File: src/rtl/sled_pkg.sv
package sled_pkg;

    localparam int CMD_W = 8;

    typedef enum logic [2:0] {
        ST_OFF  = 3'd0,
        ST_HOLD = 3'd1,
        ST_FWD  = 3'd2,
        ST_REV  = 3'd3,
        ST_HREV = 3'd4,
        ST_HFWD = 3'd5
    } sled_st_e;

    typedef enum logic [1:0] {
        MD_OFF  = 2'b00,
        MD_HOLD = 2'b01,
        MD_FWD  = 2'b10,
        MD_REV  = 2'b11
    } sled_md_e;

    typedef struct packed {
        logic     home;
        sled_md_e mode;
        logic [4:0] rsvd;
    } sled_cmd_t;

    typedef struct packed {
        logic fwd;
        logic rev;
        logic hold;
    } sled_drv_t;

    function automatic sled_st_e mode_state(input sled_md_e m);
        case (m)
            MD_HOLD: return ST_HOLD;
            MD_FWD:  return ST_FWD;
            MD_REV:  return ST_REV;
            default: return ST_OFF;
        endcase
    endfunction

    function automatic sled_drv_t drive_of(input sled_st_e s);
        sled_drv_t d;
        d.fwd  = (s == ST_FWD) || (s == ST_HFWD);
        d.rev  = (s == ST_REV) || (s == ST_HREV);
        d.hold = (s == ST_HOLD);
        return d;
    endfunction

endpackage

File: src/rtl/sled_cmd_decode.sv
module sled_cmd_decode
    import sled_pkg::*;
(
    input  logic              cmd_valid,
    input  logic [CMD_W-1:0]  cmd_byte,
    output logic              accept,
    output sled_st_e          req_st
);
    sled_cmd_t c;

    always_comb begin
        c      = sled_cmd_t'(cmd_byte);
        accept = cmd_valid && (c.rsvd == '0);
        // home bit is examined before the mode field
        if (c.home) req_st = ST_HREV;
        else        req_st = mode_state(c.mode);
    end
endmodule

File: src/rtl/sled_limit_sync.sv
module sled_limit_sync #(
    parameter int STAGES = 2
) (
    input  logic clk,
    input  logic rst,
    input  logic din,
    output logic dout
);
    logic [STAGES-1:0] sh_q;

    generate
        if (STAGES == 1) begin : g_one
            always_ff @(posedge clk) begin
                if (rst) sh_q <= '0;
                else     sh_q <= din;
            end
        end else begin : g_chain
            always_ff @(posedge clk) begin
                if (rst) sh_q <= '0;
                else     sh_q <= {sh_q[STAGES-2:0], din};
            end
        end
    endgenerate

    assign dout = sh_q[STAGES-1];
endmodule

File: src/rtl/sled_home_timer.sv
module sled_home_timer #(
    parameter int W = 16
) (
    input  logic         clk,
    input  logic         rst,
    input  logic         load,
    input  logic [W-1:0] load_val,
    input  logic         run,
    input  logic         tick,
    output logic         expire
);
    localparam logic [W-1:0] ONE = W'(1);
    logic [W-1:0] cnt_q;

    always_ff @(posedge clk) begin
        if (rst)                               cnt_q <= '0;
        else if (load)                         cnt_q <= load_val;
        else if (run && tick && cnt_q != '0)   cnt_q <= cnt_q - ONE;
    end

    assign expire = run && tick && (cnt_q == ONE);
endmodule

File: src/rtl/sled_home_ctrl.sv
module sled_home_ctrl
    import sled_pkg::*;
#(
    parameter int TIME_W      = 16,
    parameter int SYNC_STAGES = 2
) (
    input  logic              clk,
    input  logic              rst,
    input  logic              cmd_valid,
    input  logic [7:0]        cmd_byte,
    input  logic [TIME_W-1:0] home_ticks,
    input  logic              abort,
    input  logic              limit_sw,
    input  logic              tick,
    output logic              drv_fwd,
    output logic              drv_rev,
    output logic              servo_en,
    output logic              sense,
    output logic              done
);
    sled_st_e          st_q, st_d, req_st;
    logic              accept, lim_s, expire, tmr_load;
    logic              sense_q, sense_d, done_q, done_d;
    logic [TIME_W-1:0] ticks_q;
    sled_drv_t         drv;

    sled_cmd_decode u_dec (
        .cmd_valid (cmd_valid),
        .cmd_byte  (cmd_byte),
        .accept    (accept),
        .req_st    (req_st)
    );

    sled_limit_sync #(.STAGES(SYNC_STAGES)) u_sync (
        .clk  (clk),
        .rst  (rst),
        .din  (limit_sw),
        .dout (lim_s)
    );

    sled_home_timer #(.W(TIME_W)) u_tmr (
        .clk      (clk),
        .rst      (rst),
        .load     (tmr_load),
        .load_val (ticks_q),
        .run      (st_q == ST_HFWD),
        .tick     (tick),
        .expire   (expire)
    );

    always_comb begin
        st_d     = st_q;
        sense_d  = sense_q;
        done_d   = 1'b0;
        tmr_load = 1'b0;
        if (abort) begin
            st_d    = ST_OFF;
            sense_d = 1'b0;
        end else if (accept) begin
            st_d    = req_st;
            sense_d = 1'b0;
        end else begin
            case (st_q)
                ST_HREV: if (lim_s) begin
                    sense_d = 1'b1;
                    if (ticks_q == '0) begin
                        st_d   = ST_OFF;
                        done_d = 1'b1;
                    end else begin
                        st_d     = ST_HFWD;
                        tmr_load = 1'b1;
                    end
                end
                ST_HFWD: if (expire) begin
                    st_d   = ST_OFF;
                    done_d = 1'b1;
                end
                default: ;
            endcase
        end
    end

    always_ff @(posedge clk) begin
        if (rst) begin
            st_q    <= ST_OFF;
            sense_q <= 1'b0;
            done_q  <= 1'b0;
            ticks_q <= '0;
        end else begin
            st_q    <= st_d;
            sense_q <= sense_d;
            done_q  <= done_d;
            if (accept && !abort) ticks_q <= home_ticks;
        end
    end

    assign drv      = drive_of(st_q);
    assign drv_fwd  = drv.fwd;
    assign drv_rev  = drv.rev;
    assign servo_en = drv.hold;
    assign sense    = sense_q;
    assign done     = done_q;
endmodule

File: config.mk
export PLATFORM = sky130hd
export DESIGN_NAME = sled_home_ctrl
export DESIGN_NICKNAME = d
export VERILOG_FILES = /design/src/rtl/sled_pkg.sv /design/src/rtl/sled_cmd_decode.sv /design/src/rtl/sled_limit_sync.sv /design/src/rtl/sled_home_timer.sv /design/src/rtl/sled_home_ctrl.sv
export SDC_FILE = /design/constraint.sdc
export NUM_CORES = 1
export LEC_CHECK = 0
export BUFFER_PORTS_ARGS = -buffer_cell sky130_fd_sc_hd__buf_4
export CAP_MARGIN = 15
export CORE_ASPECT_RATIO = 0.5
export CORE_MARGIN = 5
export CORE_UTILIZATION = 25
export CTS_BUF_LIST = sky130_fd_sc_hd__clkbuf_4 sky130_fd_sc_hd__clkbuf_8 sky130_fd_sc_hd__clkbuf_16
export DETAILED_ROUTE_END_ITERATION = 10
export GPL_ROUTABILITY_DRIVEN = 0
export HOLD_SLACK_MARGIN = 0.05
export PLACE_DENSITY = 0.45
export SYNTH_ARGS = -nofsm -noshare
export SYNTH_HDL_FRONTEND = slang
export SYNTH_SLANG_ARGS = --single-unit
File: constraint.sdc
create_clock -name clk -period 2.17 [get_ports clk]
set_input_delay 0 -clock clk [delete_from_list [all_inputs] [get_ports clk]]
set_output_delay 0 -clock clk [all_outputs]
set_load 0.03 [all_outputs]
# Word level (Yosys, flattened, before mapping)
# Index checks and enable logic that the tools add are counted.
# W data, S select, Z words.
[totals]
mem_bits_ro = 0
out_inout_bits = 5
n_memories = 0
input_bits = 30
ramBits = 0
latch_bits = 0
ff_bits = 39
wordCells = 53
[classes]
n_reduce_logical = 17
shifts = 0
n_lt_le_gt_ge = 0
n_addsub = 1
div_mod_pow = 0
n_eq_ne = 11
n_mux = 18
mul = 0
bitwise = 0
[op_table]
columns = ["op", "n"]
rows = [
  ["$mux W16", 2],
  ["$eq A16 B1 Y1 const B", 1],
  ["$logic_not A16 Y1", 1],
  ["$reduce_bool A16 Y1", 1],
  ["$sub A16 B1 Y16 const B", 1],
  ["$mux W3", 5],
  ["$mux W1", 8],
  ["$eq A3 B2 Y1 const B", 2],
  ["$eq A3 B3 Y1 const B", 2],
  ["$pmux W2 S3", 1],
  ["$pmux W3 S2", 1],
  ["$logic_and A1 B1 Y1", 5],
  ["$logic_not A5 Y1", 1],
  ["$eq A2 B2 Y1 const B", 2],
  ["$eq A3 B1 Y1 const B", 1],
  ["$ne A3 B2 Y1 const B", 1],
  ["$ne A3 B3 Y1 const B", 1],
  ["$reduce_and A3 Y1", 1],
  ["$reduce_bool A3 Y1", 1],
  ["$reduce_or A3 Y1", 1],
  ["$eq A2 B1 Y1 const B", 1],
  ["$logic_or A1 B1 Y1", 2],
  ["$pmux W1 S2", 1],
  ["$reduce_and A2 Y1", 1],
  ["3 further kinds", 3],
]

# Logic depth before layout (Yosys ltp)
[logic_depth]
ltp_word = 7
ltp_mapped = 8
mapped_depth_nobuf = 7

# Hierarchy
# A second synthesis with hierarchy kept.
[unflattened]
cells_unflattened = 246
hier_area_um2 = 2102.0
[by_module_without_submodules]
columns = ["module", "instances", "cells_per_inst", "seq_area_each_um2", "area_each_um2"]
rows = [
  ["sled_home_timer", 1, 122, 320.3, 1103.6],
  ["sled_home_ctrl", 1, 115, 420.4, 905.9],
  ["sled_limit_sync", 1, 4, 40.0, 52.6],
  ["sled_cmd_decode", 1, 5, 0.0, 40.0],
]

# Worst setup path before layout
# No wires, ideal clock.
[synth_timing]
path_type = "reg-to-reg"
startpoint = "register u_tmr.cnt_q[0]"
endpoint = "register u_tmr.cnt_q[12]"
path_slack_ns = 0.121
t_required_ns = 2.038
setup_ns = 0.132
synth_period_minus_slack_ns = 2.049
stages_incl_launch_ff = 8
t_arrival_ns = 1.917
n_path_buf = 0
cell_sequence = "dfxtp_1 -> inv_1 -> ha_1 -> or3b_2 -> or4_1 -> a21oi_1 -> a211o_1 -> a21oi_1"
[synth_via]
elab_chain_cells = 3
word_cells_on_any_way = 6
cone_classes = "1 x add/sub; 2 x mux; 3 x reduce/logical"
[synth_rtl]
columns = ["element", "line", "rtl"]
rows = [
  ["start, declared", "sled_home_timer.sv:13", "logic [W-1:0] cnt_q;"],
  ["start signal, assigned", "sled_home_timer.sv:17", "else if (load) cnt_q <= load_val;"],
  ["start signal, assigned", "sled_home_timer.sv:18", "else if (run && tick && cnt_q != '0) cnt_q <= cnt_q - ONE;"],
  ["$sub A16 B1 Y16 or $reduce_bool A16 Y1 (tied branches)", "sled_home_timer.sv:18", ""],
  ["$mux W16 or $logic_and A1 B1 Y1 (tied branches)", "sled_home_timer.sv:18", ""],
  ["$mux W16 or $reduce_bool A2 Y1 (tied branches)", "--", ""],
]
# Several ways; a longest one is shown, not always the timed one. The select of a mux whose other input is x is not followed.
# A chain may end at the register's enable or synchronous reset.

# Worst setup path in the final report
[layout_timing]
startpoint = "register u_tmr.cnt_q[4]"
endpoint = "register st_q[2]"
[layout_via]
elab_chain_cells = 4
[layout_rtl]
columns = ["element", "line", "rtl"]
rows = [
  ["$eq A16 B1 Y1", "sled_home_timer.sv:21", "assign expire = run && tick && (cnt_q == ONE);"],
  ["$logic_and A1 B1 Y1", "sled_home_timer.sv:21", ""],
  ["$ne A3 B3 Y1 (no line)", "--", ""],
  ["$reduce_and A3 Y1 (no line)", "--", ""],
  ["end signal, assigned", "sled_home_ctrl.sv:90", "st_q <= st_d;"],
  ["end, declared", "sled_home_ctrl.sv:21", "sled_st_e st_q, st_d, req_st;"],
]
# No other way between the ends.

==> results_dict.tcl <==
set metrics [dict create \
    period_minus_slack_ns 2.12 \
    critPathTopFamily "simple AND/OR/NAND/NOR gates" \
    power.leakage_nw 1.04 \
    yosysWarnings 0 \
    synth_xor_area_frac 0.00460 \
    core-area_um2 7380 \
    worst_hold_slack_ns 0.129 \
    maxCapViolCount 0 \
    critPathRequiredTime_ns 2.33 \
    grt_setup_unrepaired "true" \
    antenna_cells 0 \
    via_per_inst 4.86 \
    worstPathMaxFanout 5 \
    relSlewSlack 0.640 \
    slowest_stage "or4_4" \
    slowest_delay_ns 0.57 \
    synth_compound_area_frac 0.164 \
    dr_total_vias 1867 \
    die_y_um 71.7 \
    ir_drop_uv 237 \
    track_usage 0.116 \
    finalCritPeriodShare 0.976 \
    path_buf_inv 0 \
    outcome "completed" \
    wl_mm 5.42 \
    fin_skew_ns 0.00489 \
    tritoncts "built" \
    synth-seq-cells 39 \
    setup_violations 0 \
    drive_gt1_frac 0.274 \
    slew_viol_final 0 \
    syn_area_um2 1900 \
    fp-row-count 22 \
    firstDrtPassIters 4 \
    ioPinCount 35 \
    cts_root_buffer "clkbuf_16" \
    drt_iter0_drc 114 \
    synth_fa_ha_area_frac 0.0131 \
    grt_max_degree 39 \
    critPathKind "flip-flop to flip-flop" \
    fin_util 0.376 \
    die-area_um2 9570 \
    yosys_most_used_dff "dfxtp_1" \
    grt_pass1_vias 1836 \
    ys_seq_area_frac 0.410 \
    remaining_drc_errors 0 \
    portBuffers 34 \
    max_slew.worst_pin.slew_ns 0.535 \
    powerDensity_nw_per_um2 570 \
    worstPathArrival_ns 2.28 \
    crit_path_end_kind "flip-flop" \
    fmax_ghz 0.472 \
    hold_class "input port to flip-flop" \
    cp_common_cell "or4_4" \
    clk_path_buf_depth 2 \
    async_flop_share 0 \
    syn2layout_area_growth_pct 45.5 \
    synth_edf_count 0 \
    cts_buffers 5 \
    cp_cell_sequence "or4_4, or4_4, nor3_4, a41o_1, o22ai_1" \
    clk-insertion-delay-late_ns 0.28 \
    ant_nets 0 \
    post_synth_and_or_nand_nor_area_fraction 0.283 \
    grt_pass1_wl_mm 9.05 \
    grt_overflow_total 0 \
    crit_path_start_kind "flip-flop" \
    die_width_um 133 \
    synth_nets 248 \
    muxShareOfSynthArea 0.0894 \
    ctsHtreeMaxLevel 2 \
    syn_inst 216 \
    yosysUniqueCellTypes 44 \
    dp_hpwl_mm 3.98 \
    nNetsFinal 319 \
    initial_core_util 0.258 \
    hold_viol 0 \
    avgSynthCellArea_um2 8.82 \
    path_clk_slew_ns 0.06 \
    power_mw 1.58 \
    clock_sinks 39 \
    wl_per_cell_um 14.1 \
    antenna_found_initial 0 \
    synth_top_family_by_area "simple AND/OR/NAND/NOR gates" \
    post-cts-setup-buffers 0 \
]
## worst paths after layout
path | start | end | slack (ns) | cells past startpoint
max reg2reg | u_tmr.cnt_q[4] | st_q[2] | 0.05 | 5
max | u_tmr.cnt_q[4] | st_q[2] | 0.05 | 5
min reg2reg | u_sync.sh_q[0] | u_sync.sh_q[1] | 0.45 | 1
min | rst | u_sync.sh_q[0] | 0.13 | 2
## final cells by class
| class | instances | area [um2] |
|---|---|---|
| Fill cell | 758 | 4610 |
| Multi-Input combinational cell | 162 | 1090 |
| Sequential cell | 39 | 781 |
| Timing Repair Buffer | 74 | 606 |
| Clock buffer | 6 | 139 |
| Tap cell | 96 | 120 |
| Inverter | 5 | 18.8 |
| Clock inverter | 2 | 16.3 |
## logic make-up (layout without fill, tap and decap cells)
family	Yosys count	after routing
compound gates	45	45
flops	39	39
fa+ha+maj	2	2
xor+xnor	1	1
buf+inv	15	87
mux	17	17
simple gates	97	97
## worst register-to-register path: cells and delay by family, from the launching register on
family             cells  cell delay, ns
AOI/OAI and AO/OA      2            0.39
DFF                    1            0.31
and+or+nand+nor        3            1.31
## through the flow
step           setup slack [ns]  setup TNS (ns)  cell area, um2  std cells
2_1_floorplan             0.121               0            1900        216
3_3_place_gp             0.0188               0            2380        356
3_5_place_dp            0.00243               0            2380        356
4_1_cts                  0.0613               0            2740        384
5_1_grt                 -0.0431         -0.0431            2770        384
6_report                 0.0527               0            2770        384
## flip-flops by register name, summed over array words and instances (netlist names)
signal and cells:
u_tmr.cnt_q 16, ticks_q 16, st_q 3, u_sync.sh_q 2, sense 1, done 1
## power breakdown
group / switching [mW] / internal [mW] / leakage, nW / total (mW)
Sequential: 0.00161 / 0.719 / 0.314 / 0.721
Combinational: 0.0325 / 0.0640 / 0.652 / 0.0965
Clock: 0.302 / 0.459 / 0.0731 / 0.761
Total: 0.336 / 1.24 / 1.04 / 1.58
## routing by layer
| metal | share of wire | wire length, um | GRT usage |
|---|---|---|---|
| met5 | 0 | 0 | 0 |
| met1 | 0.55 | 2970 | 0.172 |
| met3 | 0.068 | 370 | 0.0316 |
| met2 | 0.37 | 2010 | 0.156 |
| met4 | 0.014 | 77 | 0.0468 |
## repair_timing
action,in CTS,in global routing
gates cloned,0,0
endpoints found under the setup margin,1,9
pin swaps,0,1
gates resized for setup,1,7
hold buffers,20,0
hold endpoints to repair,20,0
## cells in the mapped netlist (all sizes together) (5+ instances only)
| cell type | n | area share |
|---|---|---|
| a21oi | 13 | 0.034 |
| a31oi | 7 | 0.023 |
| clkbuf | 6 | 0.012 |
| dfxtp | 39 | 0.41 |
| inv | 5 | 0.0099 |
| mux2i | 17 | 0.089 |
| nand2 | 16 | 0.032 |
| nand3 | 8 | 0.021 |
| nor2 | 30 | 0.060 |
| nor3b | 5 | 0.022 |
| nor4 | 7 | 0.023 |
| o211ai | 5 | 0.022 |
| or4 | 6 | 0.028 |
## cells in the final DEF (no fill, tap or decap), drive strengths merged, types with 2 or more instances in the layout
cell | synthesis | layout
buf | 4 | 54
dfxtp | 39 | 39
nor2 | 30 | 30
dlygate4sd3 | 0 | 20
mux2i | 17 | 17
nand2 | 16 | 16
a21oi | 13 | 13
nand3 | 8 | 8
nor4 | 7 | 7
a31oi | 7 | 7
clkbuf | 6 | 6
or4 | 6 | 6
inv | 5 | 5
nor3b | 5 | 5
o211ai | 5 | 5
nand3b | 4 | 4
o21ai | 4 | 4
o311ai | 4 | 4
or3 | 3 | 3
or2 | 3 | 3
nand4b | 3 | 3
nor2b | 3 | 3
nor3 | 3 | 3
nand2b | 2 | 2
o22ai | 2 | 2
o2bb2a | 2 | 2
a2bb2oi | 2 | 2
a32oi | 2 | 2
or3b | 2 | 2
ha | 2 | 2
Power figures use the tool's default switching activity.
